File: config.mk
export PLATFORM = sky130hd
export DESIGN_NAME = exp_addr_xlat
export DESIGN_NICKNAME = d
export VERILOG_FILES = /design/src/rtl/xlat_pkg.sv /design/src/rtl/xlat_win_dec.sv /design/src/rtl/xlat_route.sv /design/src/rtl/xlat_out_reg.sv /design/src/rtl/exp_addr_xlat.sv
export SDC_FILE = /design/constraint.sdc
export NUM_CORES = 1
export LEC_CHECK = 0
export ABC_AREA = 1
export BUFFER_PORTS_ARGS = -buffer_cell sky130_fd_sc_hd__clkbuf_2
export CAP_MARGIN = 10
export CORE_MARGIN = 10
export CORE_UTILIZATION = 30
export CTS_CLUSTER_SIZE = 28
export DETAILED_ROUTE_END_ITERATION = 10
export HOLD_SLACK_MARGIN = 0.06
export SLEW_MARGIN = 10
export SYNTH_ARGS = -nofsm -noshare
export SYNTH_HDL_FRONTEND = slang
export SYNTH_HIERARCHICAL = 1
export SYNTH_SLANG_ARGS = --single-unit
File: constraint.sdc
create_clock -name clk -period 1.4 [get_ports clk]
set_input_delay 0.28 -clock clk [delete_from_list [all_inputs] [get_ports clk]]
set_output_delay 0.28 -clock clk [all_outputs]
set_load 0.02 [all_outputs]
File: src/rtl/xlat_pkg.sv
package xlat_pkg;
  localparam int CPU_AW  = 16;
  localparam int MEM_AW  = 19;
  localparam int OFF_AW  = 15;
  localparam int BANK_W  = MEM_AW - OFF_AW;
  localparam int SLOT_AW = 13;
  localparam int NWIN    = 5;
  localparam int BOOT_WIN = NWIN - 1;

  localparam logic [2:0] MODE_BOOT  = 3'b000;
  localparam logic [2:0] MODE_FLASH = 3'b001;
  localparam logic [2:0] MODE_WSTR  = 3'b100;
  localparam logic [2:0] MODE_RSTR  = 3'b110;

  function automatic logic [CPU_AW-1:0] win_lo(input int i);
    case (i)
      0: win_lo = 16'h0400;
      1: win_lo = 16'h2000;
      2: win_lo = 16'h4000;
      3: win_lo = 16'h6000;
      default: win_lo = 16'hA000;
    endcase
  endfunction

  function automatic logic [CPU_AW-1:0] win_hi(input int i);
    case (i)
      0: win_hi = 16'h0FFF;
      1: win_hi = 16'h3FFF;
      2: win_hi = 16'h5FFF;
      3: win_hi = 16'h7FFF;
      default: win_hi = 16'hBFFF;
    endcase
  endfunction

  function automatic logic [OFF_AW-1:0] bank_offset(input logic [OFF_AW-1:0] a,
                                                   input logic f13, input logic f14);
    bank_offset = {a[14] ^ f14, a[13] ^ f13, a[SLOT_AW-1:0]};
  endfunction

  function automatic logic [OFF_AW-1:0] boot_offset(input logic [OFF_AW-1:0] a);
    boot_offset = {2'b11, a[SLOT_AW-1:0]};
  endfunction
endpackage

File: src/rtl/xlat_win_dec.sv
module xlat_win_dec
  import xlat_pkg::*;
(
  input  logic [CPU_AW-1:0] cpu_addr,
  output logic [NWIN-1:0]   win_oh
);
  for (genvar i = 0; i < NWIN; i++) begin : g_win
    assign win_oh[i] = (cpu_addr >= win_lo(i)) && (cpu_addr <= win_hi(i));
  end
endmodule

File: src/rtl/xlat_route.sv
module xlat_route
  import xlat_pkg::*;
(
  input  logic [NWIN-1:0]   win_oh,
  input  logic              cpu_wr,
  input  logic [2:0]        mode_sel,
  input  logic [NWIN-1:0]   info_bits,
  input  logic [NWIN-1:0]   blk_off,
  output logic              claim,
  output logic              pick_sram,
  output logic              pick_flash,
  output logic              wr_ok,
  output logic              fixed_slot,
  output logic [BANK_W-1:0] bank
);
  logic live, steer, is_w0, blocked;

  assign live  = |(win_oh & ~blk_off);
  assign steer = |(win_oh & info_bits);
  assign is_w0 = win_oh[0];

  always_comb begin
    claim = 1'b0;
    pick_sram = 1'b0;
    pick_flash = 1'b0;
    wr_ok = 1'b0;
    fixed_slot = 1'b0;
    bank = '0;
    blocked = 1'b0;
    case (mode_sel)
      MODE_BOOT: begin
        claim = live && win_oh[BOOT_WIN];
        fixed_slot = 1'b1;
        if (cpu_wr) begin
          pick_sram = claim;
          wr_ok = claim;
          bank = BANK_W'(1);
        end else begin
          pick_flash = claim;
        end
      end
      MODE_FLASH: begin
        claim = live;
        pick_flash = live;
        wr_ok = live && cpu_wr;
        bank = info_bits[BANK_W-1:0];
      end
      MODE_WSTR, MODE_RSTR: begin
        claim = live;
        if (is_w0) begin
          blocked = cpu_wr && !info_bits[0];
          bank = '0;
        end else if (cpu_wr == (mode_sel == MODE_WSTR)) begin
          bank = steer ? BANK_W'(2) : BANK_W'(1);
        end else begin
          bank = BANK_W'(1);
        end
        pick_sram = live && !blocked;
        wr_ok = live && !blocked && cpu_wr;
      end
      default: ;
    endcase
  end
endmodule

File: src/rtl/xlat_out_reg.sv
module xlat_out_reg
  import xlat_pkg::*;
(
  input  logic              clk,
  input  logic              rst_n,
  input  logic              claim_d,
  input  logic              sram_d,
  input  logic              flash_d,
  input  logic              we_d,
  input  logic [MEM_AW-1:0] addr_d,
  output logic              hit,
  output logic              sram_ce,
  output logic              flash_ce,
  output logic              mem_we,
  output logic [MEM_AW-1:0] mem_addr
);
  always_ff @(posedge clk) begin
    if (!rst_n) begin
      hit      <= 1'b0;
      sram_ce  <= 1'b0;
      flash_ce <= 1'b0;
      mem_we   <= 1'b0;
      mem_addr <= '0;
    end else begin
      hit      <= claim_d;
      sram_ce  <= sram_d;
      flash_ce <= flash_d;
      mem_we   <= we_d;
      mem_addr <= (sram_d || flash_d) ? addr_d : '0;
    end
  end
endmodule

File: src/rtl/exp_addr_xlat.sv
module exp_addr_xlat
  import xlat_pkg::*;
(
  input  logic              clk,
  input  logic              rst_n,
  input  logic [15:0]       cpu_addr,
  input  logic              cpu_wr,
  input  logic [2:0]        mode_sel,
  input  logic [4:0]        info_bits,
  input  logic [4:0]        blk_off,
  input  logic              flip_a13,
  input  logic              flip_a14,
  output logic              sram_ce,
  output logic              flash_ce,
  output logic              mem_we,
  output logic [18:0]       mem_addr,
  output logic              hit
);
  logic [NWIN-1:0]   win_oh;
  logic              claim, pick_sram, pick_flash, wr_ok, fixed_slot;
  logic [BANK_W-1:0] bank;
  logic [OFF_AW-1:0] offset;
  logic [MEM_AW-1:0] addr_next;

  xlat_win_dec u_dec (
    .cpu_addr (cpu_addr),
    .win_oh   (win_oh)
  );

  xlat_route u_route (
    .win_oh     (win_oh),
    .cpu_wr     (cpu_wr),
    .mode_sel   (mode_sel),
    .info_bits  (info_bits),
    .blk_off    (blk_off),
    .claim      (claim),
    .pick_sram  (pick_sram),
    .pick_flash (pick_flash),
    .wr_ok      (wr_ok),
    .fixed_slot (fixed_slot),
    .bank       (bank)
  );

  assign offset = fixed_slot ? boot_offset(cpu_addr[OFF_AW-1:0])
                             : bank_offset(cpu_addr[OFF_AW-1:0], flip_a13, flip_a14);
  assign addr_next = {bank, offset};

  xlat_out_reg u_oreg (
    .clk      (clk),
    .rst_n    (rst_n),
    .claim_d  (claim),
    .sram_d   (pick_sram),
    .flash_d  (pick_flash),
    .we_d     (wr_ok),
    .addr_d   (addr_next),
    .hit      (hit),
    .sram_ce  (sram_ce),
    .flash_ce (flash_ce),
    .mem_we   (mem_we),
    .mem_addr (mem_addr)
  );
endmodule

==> results.json <==
{
  "synth.cell_area_sq_um": 1154,
  "status": "finished clean",
  "io_pins": 57,
  "synth_fp_nets": 194,
  "cts-root-buf": "clkbuf_8",
  "area_growth_pct": 58.03,
  "vias_per_cell": 4.053,
  "fin_setup_tns_ns": 0,
  "yosysUniqueCellTypes": 17,
  "finalHoldViolCount": 0,
  "most-common-layout-cells": "clkbuf_2 (52), inv_1 (43), nand2_1 (31)",
  "finalWeightedCongestion": 0.8647,
  "power_mw": 1.315,
  "grt_antenna_before_repair": 0,
  "ys_seq_area_frac": 0.3991,
  "criticalPathCategory": "input pin to flip-flop",
  "cp_common_cell": "nand2_2",
  "cts.sinks": 23,
  "cp_data_required_time_ns": 1.59,
  "dp.cells": 273,
  "dpl.hpwl_um": 2390,
  "drtIter0Drc": 61,
  "crit_fanout": 5,
  "tritoncts.num_buffers": 3,
  "drtPass1Iterations": 3,
  "postSynthCellCount": 160,
  "setup_viol": 0,
  "clock.fmax_mhz": 726.8,
  "cp_slowest_cell": "clkbuf_16",
  "maxCapViolCount": 0,
  "synth_top_area_cell": "dfxtp_1",
  "grt_pass1_vias": 1096,
  "grt.overflow.total": 0,
  "path_clk_slew_ns": 0.07,
  "worst_pin_slew_ns": 0.2005,
  "drtAntennaViolNets": 0,
  "drc": 0,
  "routed_wl_um": 3257,
  "track_usage": 0.08459,
  "ys_ff_latch": 23,
  "final_cell_area_sq_um": 1823,
  "layoutNonFillerInstCount": 284,
  "multi_input_area_sq_um": 539.3,
  "max_slew_margin": 0.8656,
  "slowest_delay_ns": 0.17,
  "clockBufferDepth": 2,
  "layout_commonest_cell": "clkbuf_2",
  "num_rows": 22,
  "die_h_um": 82.01,
  "worstSetupEndpointType": "flip-flop",
  "placed_cell_area_sq_um": 1579,
  "p_per_area_nw_per_um2": 721.1,
  "vias": 1151,
  "layout_min_cycle_time_ns": 1.376,
  "path_cells": "buf_12 > nor2_4 > nand2_2 > nor2_2 > inv_1 > o21ai_1 > inv_1 > nand2_2 > nand3b_4 > nand2_2 > nand2_4 > clkbuf_16 > a21oi_2",
  "start_util": 0.3128,
  "final_util": 0.4942,
  "synth.area.top_cells": "dfxtp_1 (40%), a21oi_2 (14%), inv_1 (14%)",
  "coreArea_sq_um": 3689,
  "die_x_um": 82.01,
  "antenna_cells": 0,
  "synth_warnings": 6,
  "period_share": 0.9828,
  "die_area_sq_um": 6726,
  "worstPathArrival_ns": 1.57,
  "rsz0062_at_grt": "true",
  "start_kind": "input pin",
  "grt_max_degree": 21,
  "port_buffers": 56,
  "final_nets": 271,
  "regArea_sq_um": 460.4,
  "slew_violations": 0,
  "drive_above_1_share": 0.4915,
  "fillers": 387,
  "cts_hold_buf": 0,
  "min_path_type": "input pin to flip-flop",
  "synth_top_area_frac": 0.3991,
  "grt_first_pass_wirelength_um": 4657,
  "vdd_ir_drop_max_mv": 0.2571,
  "avgSynthCellArea_sq_um": 7.210,
  "leakagePower_nw": 1.045,
  "tritoncts": "built",
  "htree_levels": 1,
  "routedWlPerCell_um": 11.47
}
==> sequential cells by signal (all words and copies together), names as in the netlist <==
name / cells
u_oreg/sram_ce: 1
u_oreg/mem_we: 1
u_oreg/hit: 1
u_oreg/flash_ce: 1
u_oreg/mem_addr: 19
==> per-layer routing <==
metal	track usage	wire length (um)
met1	0.09787	1454
met2	0.1418	1484
met3	0.02183	270
met4	0.04082	48
met5	0	0
==> synthesized netlist by cell type <==
library cell	number
inv_1	44
nand2_1	36
dfxtp_1	23
a21oi_2	19
nor2_1	14
nand3_1	5
nor3_2	3
a21oi_1	2
buf_4	2
buf_6	2
nand2_2	2
nor3_1	2
o21ai_1	2
a21boi_1	1
inv_2	1
nand3b_1	1
nand3b_4	1
==> final cells by class <==
class                   count  area share
repair buffers             76      0.3013
inverters                  45     0.09266
flip-flops and latches     23      0.2526
clock buffers               4     0.02471
multi-input cells          88      0.2958
well taps                  48     0.03294
==> where the power goes <==
part / total [mW] / internal [mW] / switching (mW)
Sequential: 0.668 / 0.666 / 0.00278
Clock: 0.395 / 0.202 / 0.192
Combinational: 0.251 / 0.117 / 0.134
==> repair_timing <==
item | CTS | global route
gates cloned | 0 | 5
pin swaps | 0 | 16
setup buffers | 0 | 2
setup endpoints to repair | 1 | 21
resized for setup | 2 | 28
==> worst paths after layout <==
| check | end | start | cells past startpoint | slack, ns |
|---|---|---|---|---|
| max | u_oreg/mem_addr[6]$_SDFF_PN0_ | cpu_addr[14] | 13 | 0.02 |
| min | u_oreg/mem_addr[2]$_SDFF_PN0_ | cpu_addr[2] | 3 | 0.22 |
==> critical path: cells and delay by family <==
kind,cells,cell delay [ns]
AO/OA/AOI/OAI,2,0.25
buffers and inverters,4,0.40
AND/OR/NAND/NOR,7,0.65
==> stage by stage <==
step           setup WS [ns]  hold WS, ns
2_1_floorplan      0.0009710       0.3735
3_3_place_gp         -0.2249       0.4957
3_5_place_dp         -0.2521       0.4912
4_1_cts              0.01054       0.2137
5_1_grt             -0.06552       0.2238
6_report             0.02408       0.2212
==> kinds of logic after synthesis <==
| logic type | Yosys count | share of synthesized area |
|---|---|---|
| simple gates | 64 | 0.2538 |
| buf+inv | 49 | 0.1790 |
| compound gates | 24 | 0.1681 |
| flops | 23 | 0.3991 |
No activity file was read; power rests on OpenSTA's default activity.
